===== src/rtl/pit_pkg.sv =====
package pit_pkg;

  typedef enum logic [2:0] {
    PM_ONESHOT_SW = 3'd0,
    PM_ONESHOT_HW = 3'd1,
    PM_RATE       = 3'd2,
    PM_SQUARE     = 3'd3,
    PM_STROBE_SW  = 3'd4,
    PM_STROBE_HW  = 3'd5
  } pit_mode_e;

  // Field values 6 and 7 fold onto the periodic modes.
  function automatic pit_mode_e pit_norm_mode(input logic [2:0] field);
    case (field)
      3'd6:    return PM_RATE;
      3'd7:    return PM_SQUARE;
      default: return pit_mode_e'(field);
    endcase
  endfunction

  function automatic logic pit_mode_inits_low(input logic [2:0] field);
    return field == 3'd0;
  endfunction

endpackage


===== src/rtl/pit_dec1.sv =====
// Decrement by one, binary or packed decimal, selected at run time.
module pit_dec1 #(
  parameter int DIGITS = 4
) (
  input  logic [4*DIGITS-1:0] val,
  input  logic                bcd,
  output logic [4*DIGITS-1:0] res
);
  localparam int W = 4 * DIGITS;

  logic [DIGITS-1:0] borrow;
  logic [W-1:0]      bcd_res;

  assign borrow[0] = 1'b1;

  generate
    for (genvar i = 0; i < DIGITS; i++) begin : g_dig
      logic [3:0] d;
      assign d = val[4*i +: 4];
      assign bcd_res[4*i +: 4] = borrow[i] ? ((d == 4'd0) ? 4'd9 : d - 4'd1) : d;
      if (i < DIGITS - 1) begin : g_chain
        assign borrow[i+1] = borrow[i] & (d == 4'd0);
      end
    end
  endgenerate

  assign res = bcd ? bcd_res : (val - W'(1));

endmodule


===== src/rtl/pit_trigger.sv =====
// Captures a rising gate edge and holds it until the next timebase strobe.
module pit_trigger (
  input  logic clk,
  input  logic rst_n,
  input  logic gate,
  input  logic tick,
  input  logic mode_wr,
  output logic trig_hit
);
  logic gate_q;
  logic trig_q;
  logic gate_rise;

  assign gate_rise = gate & ~gate_q;
  assign trig_hit  = trig_q | gate_rise;

  always_ff @(posedge clk) begin
    if (!rst_n) begin
      gate_q <= 1'b0;
      trig_q <= 1'b0;
    end else begin
      gate_q <= gate;
      if (mode_wr || tick) trig_q <= 1'b0;
      else if (gate_rise)  trig_q <= 1'b1;
    end
  end

  AST_EDGE_KEPT: assert property (@(posedge clk) disable iff (!rst_n)
    (gate_rise && !mode_wr && !tick) |=> trig_hit);

endmodule


===== src/rtl/pit_core.sv =====
module pit_core
  import pit_pkg::*;
#(
  parameter int DIGITS = 4
) (
  input  logic                clk,
  input  logic                rst_n,
  input  logic                tick,
  input  logic                gate,
  input  logic                mode_wr,
  input  logic [2:0]          mode_field,
  input  logic                bcd_field,
  input  logic                load_stb,
  input  logic [4*DIGITS-1:0] load_val,
  input  logic                trig_hit,
  output logic [4*DIGITS-1:0] cnt_o,
  output logic                out_o,
  output logic                loaded_o
);
  localparam int           W   = 4 * DIGITS;
  localparam logic [W-1:0] ONE = W'(1);
  localparam logic [W-1:0] TWO = W'(2);

  pit_mode_e    mode_q;
  logic         bcd_q;
  logic [W-1:0] cnt_q, reload_q;
  logic         out_q, loaded_q, pend_q, valid_q, armed_q;

  // Step results: one and two counts below the present value.
  logic [W-1:0] dec1, dec2;

  pit_dec1 #(.DIGITS(DIGITS)) u_dec_a (.val(cnt_q), .bcd(bcd_q), .res(dec1));
  pit_dec1 #(.DIGITS(DIGITS)) u_dec_b (.val(dec1),  .bcd(bcd_q), .res(dec2));

  // Named internal events.
  logic [W-1:0] reload_even;
  logic at_zero, at_one, at_two;
  logic hit_zero, is_periodic, is_strobe;
  logic first_load, restart, trig_start, sq_term;

  assign reload_even = reload_q & ~ONE;
  assign at_zero     = (cnt_q == '0);
  assign at_one      = (cnt_q == ONE);
  assign at_two      = (cnt_q == TWO);
  assign hit_zero    = armed_q && at_one;
  assign is_periodic = (mode_q == PM_RATE) || (mode_q == PM_SQUARE);
  assign is_strobe   = (mode_q == PM_STROBE_SW) || (mode_q == PM_STROBE_HW);
  assign first_load  = pend_q && !loaded_q;
  assign restart     = trig_hit && loaded_q;
  assign trig_start  = trig_hit && valid_q;
  // Odd start value: the high half runs one step further, down through zero.
  assign sq_term     = (out_q && reload_q[0]) ? at_zero : at_two;

  always_ff @(posedge clk) begin
    if (!rst_n) begin
      mode_q   <= PM_ONESHOT_SW;
      bcd_q    <= 1'b0;
      cnt_q    <= '0;
      reload_q <= '0;
      out_q    <= 1'b1;
      loaded_q <= 1'b0;
      pend_q   <= 1'b0;
      valid_q  <= 1'b0;
      armed_q  <= 1'b0;
    end else if (mode_wr) begin
      mode_q   <= pit_norm_mode(mode_field);
      bcd_q    <= bcd_field;
      loaded_q <= 1'b0;
      pend_q   <= 1'b0;
      valid_q  <= 1'b0;
      armed_q  <= 1'b0;
      out_q    <= !pit_mode_inits_low(mode_field);
    end else begin
      if (load_stb) begin
        reload_q <= load_val;
        pend_q   <= 1'b1;
        valid_q  <= 1'b1;
      end
      if (is_periodic && !gate) out_q <= 1'b1;
      if (tick) begin
        case (mode_q)
          PM_ONESHOT_SW, PM_STROBE_SW: begin
            if (pend_q) begin
              cnt_q    <= reload_q;
              loaded_q <= 1'b1;
              armed_q  <= 1'b1;
              pend_q   <= load_stb;
              out_q    <= (mode_q == PM_STROBE_SW);
            end else begin
              if (is_strobe && !out_q) out_q <= 1'b1;
              if (loaded_q && gate) begin
                cnt_q <= dec1;
                if (hit_zero) begin
                  armed_q <= 1'b0;
                  out_q   <= (mode_q == PM_ONESHOT_SW);
                end
              end
            end
          end
          PM_ONESHOT_HW, PM_STROBE_HW: begin
            if (trig_start) begin
              cnt_q    <= reload_q;
              loaded_q <= 1'b1;
              armed_q  <= 1'b1;
              pend_q   <= load_stb;
              out_q    <= (mode_q == PM_STROBE_HW);
            end else begin
              if (is_strobe && !out_q) out_q <= 1'b1;
              if (loaded_q) begin
                cnt_q <= dec1;
                if (hit_zero) begin
                  armed_q <= 1'b0;
                  out_q   <= (mode_q == PM_ONESHOT_HW);
                end
              end
            end
          end
          PM_RATE: begin
            if (first_load || restart) begin
              cnt_q    <= reload_q;
              loaded_q <= 1'b1;
              pend_q   <= load_stb;
              out_q    <= 1'b1;
            end else if (loaded_q && gate) begin
              if (at_one) begin
                cnt_q <= reload_q;
                out_q <= 1'b1;
              end else begin
                cnt_q <= dec1;
                if (at_two) out_q <= 1'b0;
              end
            end
          end
          PM_SQUARE: begin
            if (first_load || restart) begin
              cnt_q    <= reload_even;
              loaded_q <= 1'b1;
              pend_q   <= load_stb;
              out_q    <= 1'b1;
            end else if (loaded_q && gate) begin
              if (sq_term) begin
                cnt_q <= reload_even;
                out_q <= ~out_q;
              end else begin
                cnt_q <= dec2;
              end
            end
          end
          default: ;
        endcase
      end
    end
  end

  assign cnt_o    = cnt_q;
  assign out_o    = out_q;
  assign loaded_o = loaded_q;

  AST_LEVEL_STAYS: assert property (@(posedge clk) disable iff (!rst_n)
    (mode_q == PM_ONESHOT_SW && out_q && !mode_wr && !pend_q) |=> out_q);

  AST_GATE_LOW_HIGH: assert property (@(posedge clk) disable iff (!rst_n)
    (is_periodic && !gate && !mode_wr) |=> out_q);

  AST_SQUARE_EVEN: assert property (@(posedge clk) disable iff (!rst_n)
    (mode_q == PM_SQUARE && loaded_q) |-> !cnt_q[0]);

  AST_PULSE_ONE_STEP: assert property (@(posedge clk) disable iff (!rst_n)
    (is_strobe && !out_q && tick && !mode_wr) |=> out_q);

  AST_MODE_CLEARS_LOADED: assert property (@(posedge clk) disable iff (!rst_n)
    mode_wr |=> !loaded_q);

endmodule


===== src/rtl/pit_snap.sv =====
// Count snapshot for readback.
module pit_snap #(
  parameter int DIGITS = 4
) (
  input  logic                clk,
  input  logic                rst_n,
  input  logic                latch_stb,
  input  logic [4*DIGITS-1:0] cnt,
  output logic [4*DIGITS-1:0] snap
);
  always_ff @(posedge clk) begin
    if (!rst_n)         snap <= '0;
    else if (latch_stb) snap <= cnt;
  end

  AST_SNAP_HOLDS: assert property (@(posedge clk) disable iff (!rst_n)
    !latch_stb |=> $stable(snap));

endmodule


===== src/rtl/pit_channel.sv =====
module pit_channel #(
  parameter int DIGITS = 4,
  localparam int W = 4 * DIGITS
) (
  input  logic         clk,
  input  logic         rst_n,
  input  logic         cnt_en,
  input  logic         gate,
  input  logic         mode_wr,
  input  logic [2:0]   mode_sel,
  input  logic         bcd_sel,
  input  logic         load_stb,
  input  logic [W-1:0] load_val,
  input  logic         latch_stb,
  output logic         out_pin,
  output logic [W-1:0] count,
  output logic [W-1:0] latched_count,
  output logic         count_loaded
);
  logic trig_hit;

  pit_trigger u_trig (
    .clk      (clk),
    .rst_n    (rst_n),
    .gate     (gate),
    .tick     (cnt_en),
    .mode_wr  (mode_wr),
    .trig_hit (trig_hit)
  );

  pit_core #(.DIGITS(DIGITS)) u_core (
    .clk        (clk),
    .rst_n      (rst_n),
    .tick       (cnt_en),
    .gate       (gate),
    .mode_wr    (mode_wr),
    .mode_field (mode_sel),
    .bcd_field  (bcd_sel),
    .load_stb   (load_stb),
    .load_val   (load_val),
    .trig_hit   (trig_hit),
    .cnt_o      (count),
    .out_o      (out_pin),
    .loaded_o   (count_loaded)
  );

  pit_snap #(.DIGITS(DIGITS)) u_snap (
    .clk       (clk),
    .rst_n     (rst_n),
    .latch_stb (latch_stb),
    .cnt       (count),
    .snap      (latched_count)
  );

endmodule


===== config.mk =====
export PLATFORM = sky130hd
export DESIGN_NAME = pit_channel
export DESIGN_NICKNAME = d
export VERILOG_FILES = /design/src/rtl/pit_pkg.sv /design/src/rtl/pit_dec1.sv /design/src/rtl/pit_trigger.sv /design/src/rtl/pit_core.sv /design/src/rtl/pit_snap.sv /design/src/rtl/pit_channel.sv
export SDC_FILE = /design/constraint.sdc
export NUM_CORES = 1
export LEC_CHECK = 0
export ABC_AREA = 1
export CAP_MARGIN = 40
export CELL_PAD_IN_SITES_DETAIL_PLACEMENT = 1
export CELL_PAD_IN_SITES_GLOBAL_PLACEMENT = 1
export CORE_ASPECT_RATIO = 1.25
export CORE_MARGIN = 2
export CORE_UTILIZATION = 35
export CTS_BUF_LIST = sky130_fd_sc_hd__clkbuf_8
export DETAILED_ROUTE_END_ITERATION = 10
export GPL_TIMING_DRIVEN = 0
export PLACE_DENSITY = 0.88
export SLEW_MARGIN = 20
export SYNTH_ARGS = -nofsm -noshare
export SYNTH_HDL_FRONTEND = slang
export SYNTH_SLANG_ARGS = --single-unit

===== constraint.sdc =====
create_clock -name clk -period 2.2 [get_ports clk]
set_clock_uncertainty 0.15 [all_clocks]
set_input_delay 0.55 -clock clk [delete_from_list [all_inputs] [get_ports clk]]
set_output_delay 0.55 -clock clk [all_outputs]
set_load 0.01 [all_outputs]

# Word level (Yosys, flattened, before mapping)

Index checks and enable logic that the tools add are counted.

Word-level logic and storage cells: 150
Register bits after elaboration: 59
Bits in latches: 0
RAM bits: 0
Memory bits (read-only): 0
Input port bits: 27
Output and inout port bits: 34
Memories: 0

Reductions and logical operators: 39
Shifts and indexed selects: 0
Multiply operators: 0
Magnitude comparators: 0
Eq/ne operators: 16
Bitwise operators: 10
$add $sub $neg: 10
Muxes and demuxes: 63
Div/mod/pow operators: 0

Operators by type and width:

| kind                  | number |
|---|---|
| $mux 16               | 12 |
| $pmux 16 s4           | 1 |
| $mux 4                | 14 |
| $logic_not 4->1       | 8 |
| $sub 16x1->16 const B | 2 |
| $sub 4x1->4 const B   | 8 |
| $mux 1                | 31 |
| $eq 16x1->1 const B   | 1 |
| $eq 16x2->1 const B   | 1 |
| $logic_not 16->1      | 1 |
| $eq 3x3->1 const B    | 4 |
| $reduce_or 2->1       | 5 |
| $logic_and 1x1->1     | 8 |
| $reduce_and 7->1      | 1 |
| $eq 3x2->1 const B    | 2 |
| $logic_not 3->1       | 2 |
| $ne 2x1->1 const B    | 3 |
| $ne 3x1->1 const B    | 2 |
| $ne 3x3->1 const B    | 2 |
| $pmux 1 s3            | 2 |
| $pmux 3 s2            | 1 |
| $and 1x1->1           | 5 |
| $reduce_and 5->1      | 1 |
| $logic_not 1->1       | 4 |
| other kinds (11)      | 17 |

# Depth between registers and ports, before layout

Gate-level depths: netlist of the first run.

Word-level depth: 14
Mapped depth: 19
Mapped depth without buffers: 19

# By module

From an unflattened synthesis of the first run, not the netlist that was laid out.

Cell total of the unflattened synthesis: 933
Area, all modules: 5203.7 µm²

Modules (own cells, without submodules):

| module                     | times used | seq. area each (µm²) | area each (µm²) | cells each |
|---|---|---|---|---|
| pit_core                   | 1          | 820.8                | 2831.5          | 474 |
| pit_dec1 at u_core.u_dec_a | 1          | 0.0                  | 830.8           | 177 |
| pit_dec1 at u_core.u_dec_b | 1          | 0.0                  | 795.8           | 171 |
| pit_snap                   | 1          | 320.3                | 674.4           | 101 |
| pit_trigger                | 1          | 40.0                 | 71.3            | 10 |

# Least setup slack after synthesis of the first run

OpenSTA, ideal clock, no wires.

Path type: reg2reg
Start: register u_core.cnt_q[0] (netlist: u_core.cnt_o[0])
End: register u_core.cnt_q[13] (netlist: u_core.cnt_o[13])
Setup time: 109 ps
Cell stages (with the launch flop): 19
Path buffers: 0
Clock period less this slack: 2397 ps
Path slack: -197 ps
Required time: 1941 ps
Data arrival time: 2138 ps
Cells stage by stage: dfxtp_1 inv_1 ha_1 nand2_4 inv_2 nand2_2 nand2_1 nand2_1 nand2_1 nand2_4 nand2_4 nor2_8 nand3_2 a21oi_1 nand2_1 nand3_1 nand3_1 nand2_1 inv_1

Cells in the longest elaborated chain, start to end: 13
Elaborated cells between the ends (all ways): 36
Those cells by class: add/sub: 4; eq/ne: 2; mux: 20; bitwise: 4; reduce/logical: 6

Ends and longest elaborated chain:

| item                                                   | line            | source |
|---|---|---|
| start: declaration                                     | pit_core.sv:26  | `logic [W-1:0] cnt_q, reload_q;` |
| start signal: assignment                               | pit_core.sv:84  | `cnt_q <= reload_q;` |
| start signal: assignment                               | pit_core.sv:102 | `cnt_q <= reload_q;` |
| start signal: assignment                               | pit_core.sv:120 | `cnt_q <= reload_q;` |
| branches (longest 12 deep; another with $sub 16x1->16) | --              |  |
| $pmux 16 s4 (*)                                        | pit_core.sv:81  | `case (mode_q)` |

Mark *: on every way between the ends. The select of a mux whose other input is x is not followed.
A chain may end at the register's enable or synchronous reset.

# Final worst setup path of the first run

Start: register u_core.cnt_q[4] (netlist: u_core.cnt_o[4])
End: register u_core.cnt_q[8] (netlist: u_core.cnt_o[8])

Cells in the longest elaborated chain, start to end: 12
Elaborated cells between the ends (all ways): 31
Those cells by class: add/sub: 4; eq/ne: 2; mux: 19; bitwise: 2; reduce/logical: 4

Ends and longest elaborated chain:

| item                                                   | line |
|---|---|
| branches (longest 11 deep; another with $sub 16x1->16) | -- |
| $pmux 16 s4 (*)                                        | pit_core.sv:81 |

Marks and branches as above.

==> results of run 1 <==
[where the power goes]
| group | leakage (nW) | internal [W] | switching, W |
|---|---|---|---|
| clock | 0.0793 | 0.000373 | 0.000470 |
| sequential | 0.493 | 0.00114 | 0.0000912 |
| combinational | 2.35 | 0.000883 | 0.00151 |
[layout by cell type (no fill, tap or decap), types with 8 or more instances in the layout]
master / n
a21oi_1: 61
buf_4: 55
buf_6: 10
clkbuf_1: 13
clkbuf_8: 9
clkdlybuf4s50_1: 59
dfxtp_1: 43
dfxtp_2: 12
inv_1: 81
inv_2: 16
nand2_1: 135
nand2_2: 28
nand2_4: 20
nand3_1: 52
nand3_2: 17
nand4_1: 18
nor2_1: 42
nor2_2: 10
nor2_4: 23
o211ai_1: 11
o21ai_0: 62
o21ai_1: 12
o21ai_2: 8
[timing repair]
item                                    in CTS  in global routing
pin swaps                                   43                 51
endpoints found under the setup margin      19                 27
resized for setup                          116                 81
cloned                                       1                  0
hold buffers                                 0                  0
setup buffers                               38                 23
[area by class of cell]
class | instances | area (um^2)
plain buffers | 23 | 141.4
clock buffers | 9 | 123.9
clock inverters | 3 | 12.51
fillers | 1639 | 6086
inverters | 103 | 414.1
multi-input cells | 553 | 3400
flip-flops and latches | 59 | 1211
well taps | 168 | 210.2
repair buffers | 122 | 1121
[cells by family after synthesis]
logic type      Yosys count  synth area share, %
xor+xnor                  5               0.9596
flops                    59                25.88
simple gates            363                39.07
buf+inv                 126                10.78
compound gates          180                21.94
fa+ha+maj                 5                1.371
[flip-flops by register name (all words and copies together) (netlist names), 3 cells and up]
name	flops
u_core.mode_q	3
u_core.reload_q	16
u_core.cnt_o	16
u_snap.snap	16
[worst paths after layout]
kind / from / to / cells past startpoint
max: u_core.cnt_o[4]$_SDFFE_PN0P_ / u_core.cnt_o[8]$_SDFFE_PN0P_ / 17
min: gate / u_trig.gate_q$_SDFF_PN0_ / 3
max reg2reg: u_core.cnt_o[4]$_SDFFE_PN0P_ / u_core.cnt_o[8]$_SDFFE_PN0P_ / 17
min reg2reg: u_core.armed_q$_SDFFE_PP0P_ / u_core.armed_q$_SDFFE_PP0P_ / 2
[routing by layer]
layer	GRT usage (%)	wire [um]	vias to the layer above
met1	29.77	8687	2984
met4	12.13	1495	0
met2	44.87	10800	342
li1	-	-	2713
met5	0	0	-
met3	4.365	1374	130
[per-stage QoR]
stage / instances / area, um^2
2_1_floorplan: 738 / 4581
3_3_place_gp: 966 / 5391
3_5_place_dp: 966 / 5391
4_1_cts: 1017 / 6210
5_1_grt: 1040 / 6634
6_report: 1040 / 6634
[worst min-delay path, cell delays in order]
cell      delay (ns)
clkbuf_2        0.13
nand2_1         0.07
inv_1           0.03
==> metrics.yaml, run 1 <==
place:
  post-place-ws_ns: -1.012
  port_buffers: 60
  hpwl_um: 12720
  globalplace.congestion: 0.9357
clock_network:
  clock_path_buffers: 2
  cts.sinks: 59
  cts_tree: "done"
  clkLatencyLatePin_ns: 0.38
  clk_pin_slew_ns: 0.07
  cts_root_buf: "clkbuf_8"
  cts_buffers: 9
  h-tree-depth: 3
global_routing:
  antenna_found_initial: 0
  grt_pass1_vias: 5784
  grt_max_degree: 11
  grt_pass1_wl_um: 28650
  grt_usage_pct: 25.58
  grt_overflow: 0
synth:
  post-synth-top-area-cell: "dfxtp_1"
  synth_edf_count: 0
  synthCells: 738
  synth_nets: 770
  synth_area_um2: 4563
  synthArstFlopShare_pct: 0
  ys_top_cells_by_area: "dfxtp_1, nand2_1, o21ai_0"
  synth_ff_type: "dfxtp_1"
  ys_ff_latch: 59
  synth_cell_types: 42
  yosysTopAreaCellShare_pct: 25.88
  yosys_warnings: 0
  syn_area_per_cell_um2: 6.183
  synth_most_common_cell: "nand2_1"
  synthTopCellsByCount: "nand2_1, inv_1, o21ai_0"
  yosysSeqAreaShare_pct: 25.88
power:
  leakage_nw: 2.926
  finalPower_w: 0.004469
  powerDensity_nw_per_um2: 673.6
  ir_drop_v: 0.0004207
critical_path:
  path_buf_inv: 4
  worst_ep_required_time_ns: 2.32
  critPathTopFamily: "simple AND/OR/NAND/NOR gates"
  cp_cell_sequence: "nor2_4 > buf_4 > buf_4 > nand4_1 > nand3_1 > nand2_4 > nand2_4 > nor2_4 > nand2_2 > nand2_1 > o21ai_2 > inv_2 > nand2_1 > nand3_1 > nand4_1 > nand2_1 > inv_1"
  cp_slowest_cell: "dfxtp_2"
  endpoint_kind: "register"
  arrival_ns: 2.77
  max_stage_delay_ns: 0.47
  crit_top_cell: "nand2_1"
  crit_type: "register to register"
  r2r_slack_ns: -0.44
  path_max_fanout: 6
  cp-start-kind: "register"
sta:
  fin_ws_ns: -0.4448
  max_slew_margin_pct: 51.50
  post-route-period-util_pct: 120.2
  setup_viol: 17
  finalMaxSlewViolations: 0
  finalHoldWorstSlack_ns: 0.3051
  hold_viol: 0
  tightest_slew_ns: 0.7275
  tns_ns: -4.785
  max_freq_ghz: 0.3781
  rsz0062_at_grt: "yes"
  timing.final.crit_period_ns: 2.645
detailed_routing:
  drtAntennaViolNets: 0
  drc: 0
  via_per_inst: 5.932
  first_pass_iters: 5
  dr.first_iter.drc_count: 587
  wl_um: 22350
  via_count: 6169
  wire_per_inst_um: 21.49
floorplanning:
  die_x_um: 106.1
  io_pins: 61
  rows: 46
  dieArea_um2: 13970
  die_y_um: 131.7
  coreArea_um2: 12720
  initial_core_util_pct: 35.87
run_status:
  violations: "setup timing"
  outcome: "finished, violations left"
finish:
  area_delta_synth_final_pct: 45.38
  insertedDiodeCount: 0
  final_nets: 903
  final_layout_size_suffix_gt1_share_pct: 29.13
  fin_util_pct: 52.15
job:
  maxCapViolCount: 0
worst_hold_path:
  hold_path.class: "primary input to register"
No activity file was read; power rests on OpenSTA's default activity.
==> run 2, diff against run 1 <==
--- a/config.mk
+++ b/config.mk
@@ -6,16 +6,16 @@
 export NUM_CORES = 1
 export LEC_CHECK = 0
 export ABC_AREA = 1
-export CAP_MARGIN = 40
-export CELL_PAD_IN_SITES_DETAIL_PLACEMENT = 1
-export CELL_PAD_IN_SITES_GLOBAL_PLACEMENT = 1
+export CAP_MARGIN = 15
+export CELL_PAD_IN_SITES_DETAIL_PLACEMENT = 0
+export CELL_PAD_IN_SITES_GLOBAL_PLACEMENT = 2
 export CORE_ASPECT_RATIO = 1.25
 export CORE_MARGIN = 2
-export CORE_UTILIZATION = 35
+export CORE_UTILIZATION = 28
 export CTS_BUF_LIST = sky130_fd_sc_hd__clkbuf_8
 export DETAILED_ROUTE_END_ITERATION = 10
 export GPL_TIMING_DRIVEN = 0
-export PLACE_DENSITY = 0.88
+export PLACE_DENSITY = 0.91
 export SLEW_MARGIN = 20
 export SYNTH_ARGS = -nofsm -noshare
 export SYNTH_HDL_FRONTEND = slang
==> metrics.yaml, run 2 (synthesis results as in run 1) <==
run_status:
  outcome: "finished, violations left"
  violations: "setup timing"
critical_path:
  path_buf_inv: 2  # -2
  cp-start-kind: "register"
  timing.rr.start: "u_core.cnt_o[1]$_SDFFE_PN0P_"
  cp_cell_sequence: "inv_8 > ha_4 > nand3_4 > nand2_4 > nand3_4 > nor2_4 > nand3_4 > nor2_4 > nand2_2 > nor2_4 > o21ai_1 > nand3_1 > nand4_1 > nand2_1 > inv_1"
  r2r_slack_ns: -0.14  # +0.31 ns
  worst_ep_required_time_ns: 2.31  # about the same
  arrival_ns: 2.45  # -0.32 ns
  rr_worst_depth: 15  # -2
  critPathTopFamily: "simple AND/OR/NAND/NOR gates"
  cp_slowest_cell: "dfxtp_4"
  max_stage_delay_ns: 0.38  # -0.09 ns
  endpoint_kind: "register"
  crit_type: "register to register"
  r2r_end: "u_core.cnt_o[11]$_SDFFE_PN0P_"
  path_max_fanout: 5  # -1
clock_network:
  cts_buffers: 9  # unchanged
  cts_tree: "done"
  ctsHoldBuffers: 0  # unchanged
  cts.sinks: 59  # unchanged
  clk_pin_slew_ns: 0.08  # about the same
  clock_path_buffers: 2  # unchanged
  h-tree-depth: 3  # unchanged
  clkLatencyLatePin_ns: 0.36  # -0.02 ns
  cts_root_buf: "clkbuf_8"
global_routing:
  grt_usage_pct: 19.77  # -5.8 points
  antenna_found_initial: 0  # unchanged
  grt_pass1_vias: 5231  # -9.6%
  grt_max_degree: 12  # +1
  grt_pass1_wl_um: 27410  # -4.3%
  grt_overflow: 0  # unchanged
worst_hold_path:
  holdPathStages: 3  # unchanged
  min_from: "gate"
  hold_path.class: "primary input to register"
  worstHoldEndpoint: "u_trig.gate_q$_SDFF_PN0_"
finish:
  final_cell_mix: "nand2_1, inv_1, o21ai_0, a21oi_1, clkdlybuf4s50_1"
  final_cell_area_um2: 6804  # +2.6%
  insertedDiodeCount: 0  # unchanged
  final_nets: 897  # -0.66%
  final_layout_size_suffix_gt1_share_pct: 28.62  # -0.51 points
  fin_util_pct: 42.34  # -9.8 points
  area_delta_synth_final_pct: 49.11
  final_common_cell: "nand2_1"
sta:
  setup_viol: 13  # -4
  timing.final.crit_period_ns: 2.336  # -0.3087 ns
  rsz0062_at_grt: "yes"
  max_freq_ghz: 0.4281  # +13%
  fin_ws_ns: -0.1360  # +0.3087 ns
  hold_viol: 0  # unchanged
  tns_ns: -0.9313  # +3.853 ns
  tightest_slew_ns: 0.6168  # -0.1107 ns
  post-route-period-util_pct: 106.2  # -14 points
  max_slew_margin_pct: 58.88  # +7.4 points
  finalMaxSlewViolations: 0  # unchanged
floorplanning:
  initial_core_util_pct: 28.39  # -7.5 points
  io_pins: 61  # unchanged
  coreArea_um2: 16070  # +26%
  die_y_um: 146.7  # +11%
  die_x_um: 118.2  # +11%
  dieArea_um2: 17340  # +24%
  rows: 52  # +13%
detailed_routing:
  dr.first_iter.drc_count: 387  # -34%
  drtAntennaViolNets: 0  # unchanged
  wl_um: 17360  # -22%
  first_pass_iters: 5  # unchanged
  wire_per_inst_um: 15.98  # -26%
  drc: 0  # unchanged
  via_per_inst: 5.026  # -15%
  via_count: 5458  # -12%
job:
  maxCapViolCount: 0  # unchanged
power:
  leakage_nw: 2.914  # -0.41%
  ir_drop_v: 0.0003270  # -22%
  powerDensity_nw_per_um2: 690.0  # +2.4%
  finalPower_w: 0.004695  # +5.1%
place:
  port_buffers: 60  # unchanged
  hpwl_um: 12610  # -0.82%
  globalplace.congestion: 0.8753  # -6.5%
  placed_cell_area_um2: 5451  # +1.1%
==> run 2: changes by cell type in the layout (fill, tap and decap cells not counted), moves of 3 or more <==
cell,previous run,this run
dfxtp_4,4,9
buf_4,55,47
bufinv_16,0,3
dfxtp_2,12,8
o21ai_2,8,5
buf_6,10,6
inv_4,5,1
==> run 2: worst max path at each step <==
stage / startpoint / end / slack [ns] / cells after the start
after floorplan: u_core.cnt_o[0]$_SDFFE_PN0P_ / u_core.cnt_o[13]$_SDFFE_PN0P_ / 0.01 / 15
after CTS: u_core.cnt_o[1]$_SDFFE_PN0P_ / u_core.cnt_o[13]$_SDFFE_PN0P_ / -0.11 / 17
final: u_core.cnt_o[1]$_SDFFE_PN0P_ / u_core.cnt_o[11]$_SDFFE_PN0P_ / -0.14 / 15
after global routing: u_core.cnt_o[1]$_SDFFE_PN0P_ / u_core.cnt_o[13]$_SDFFE_PN0P_ / -0.28 / 17
after detailed placement: gate / u_core.cnt_o[13]$_SDFFE_PN0P_ / -0.92 / 14
after global placement: gate / u_core.cnt_o[12]$_SDFFE_PN0P_ / -0.96 / 14
==> run 2: per-stage QoR <==
stage	std cells	worst slack [ns]	hold WS (ns)
CTS	1071	-0.1115	0.3200
global placement	1014	-0.9566	0.3044
global route	1086	-0.2780	0.3120
finish	1086	-0.1360	0.3064
floorplan	738	0.01020	0.2819
detailed placement	1014	-0.9227	0.3071
==> run 2: tightest hold or removal path, stage by stage <==
cell,delay (ns)
clkbuf_2,0.13
nand2_1,0.07
inv_1,0.03
==> run 2: where the power goes <==
part	internal [W]	switching, W
Combinational	0.000869	0.00131
Sequential	0.00113	0.0000810
Clock	0.000785	0.000513
==> run 2: routing by layer <==
| layer | global-route usage, % | part of all wire, % | vias to the layer above |
|---|---|---|---|
| met3 | 2.407 | 4.3 | 29 |
| met5 | 0 | 0 | - |
| met4 | 8.434 | 2.5 | 0 |
| met1 | 24.00 | 43 | 2539 |
| met2 | 35.03 | 51 | 169 |
| li1 | - | - | 2721 |
==> run 2: layout make-up <==
class / count / area [um^2]
fillers: 1736 / 9266
multi-input cells: 555 / 3426
flip-flops and latches: 59 / 1225
repair buffers: 114 / 1079
inverters: 103 / 404.1
well taps: 216 / 270.3
plain buffers: 23 / 151.4
clock buffers: 10 / 137.6
clock inverters: 6 / 111.4
==> run 2: timing repair <==
action,in CTS,in global routing
gates resized for setup,131,63
cloned,3,0
buffers inserted,38,15
pin swaps,45,14
endpoints found under the setup margin,21,33
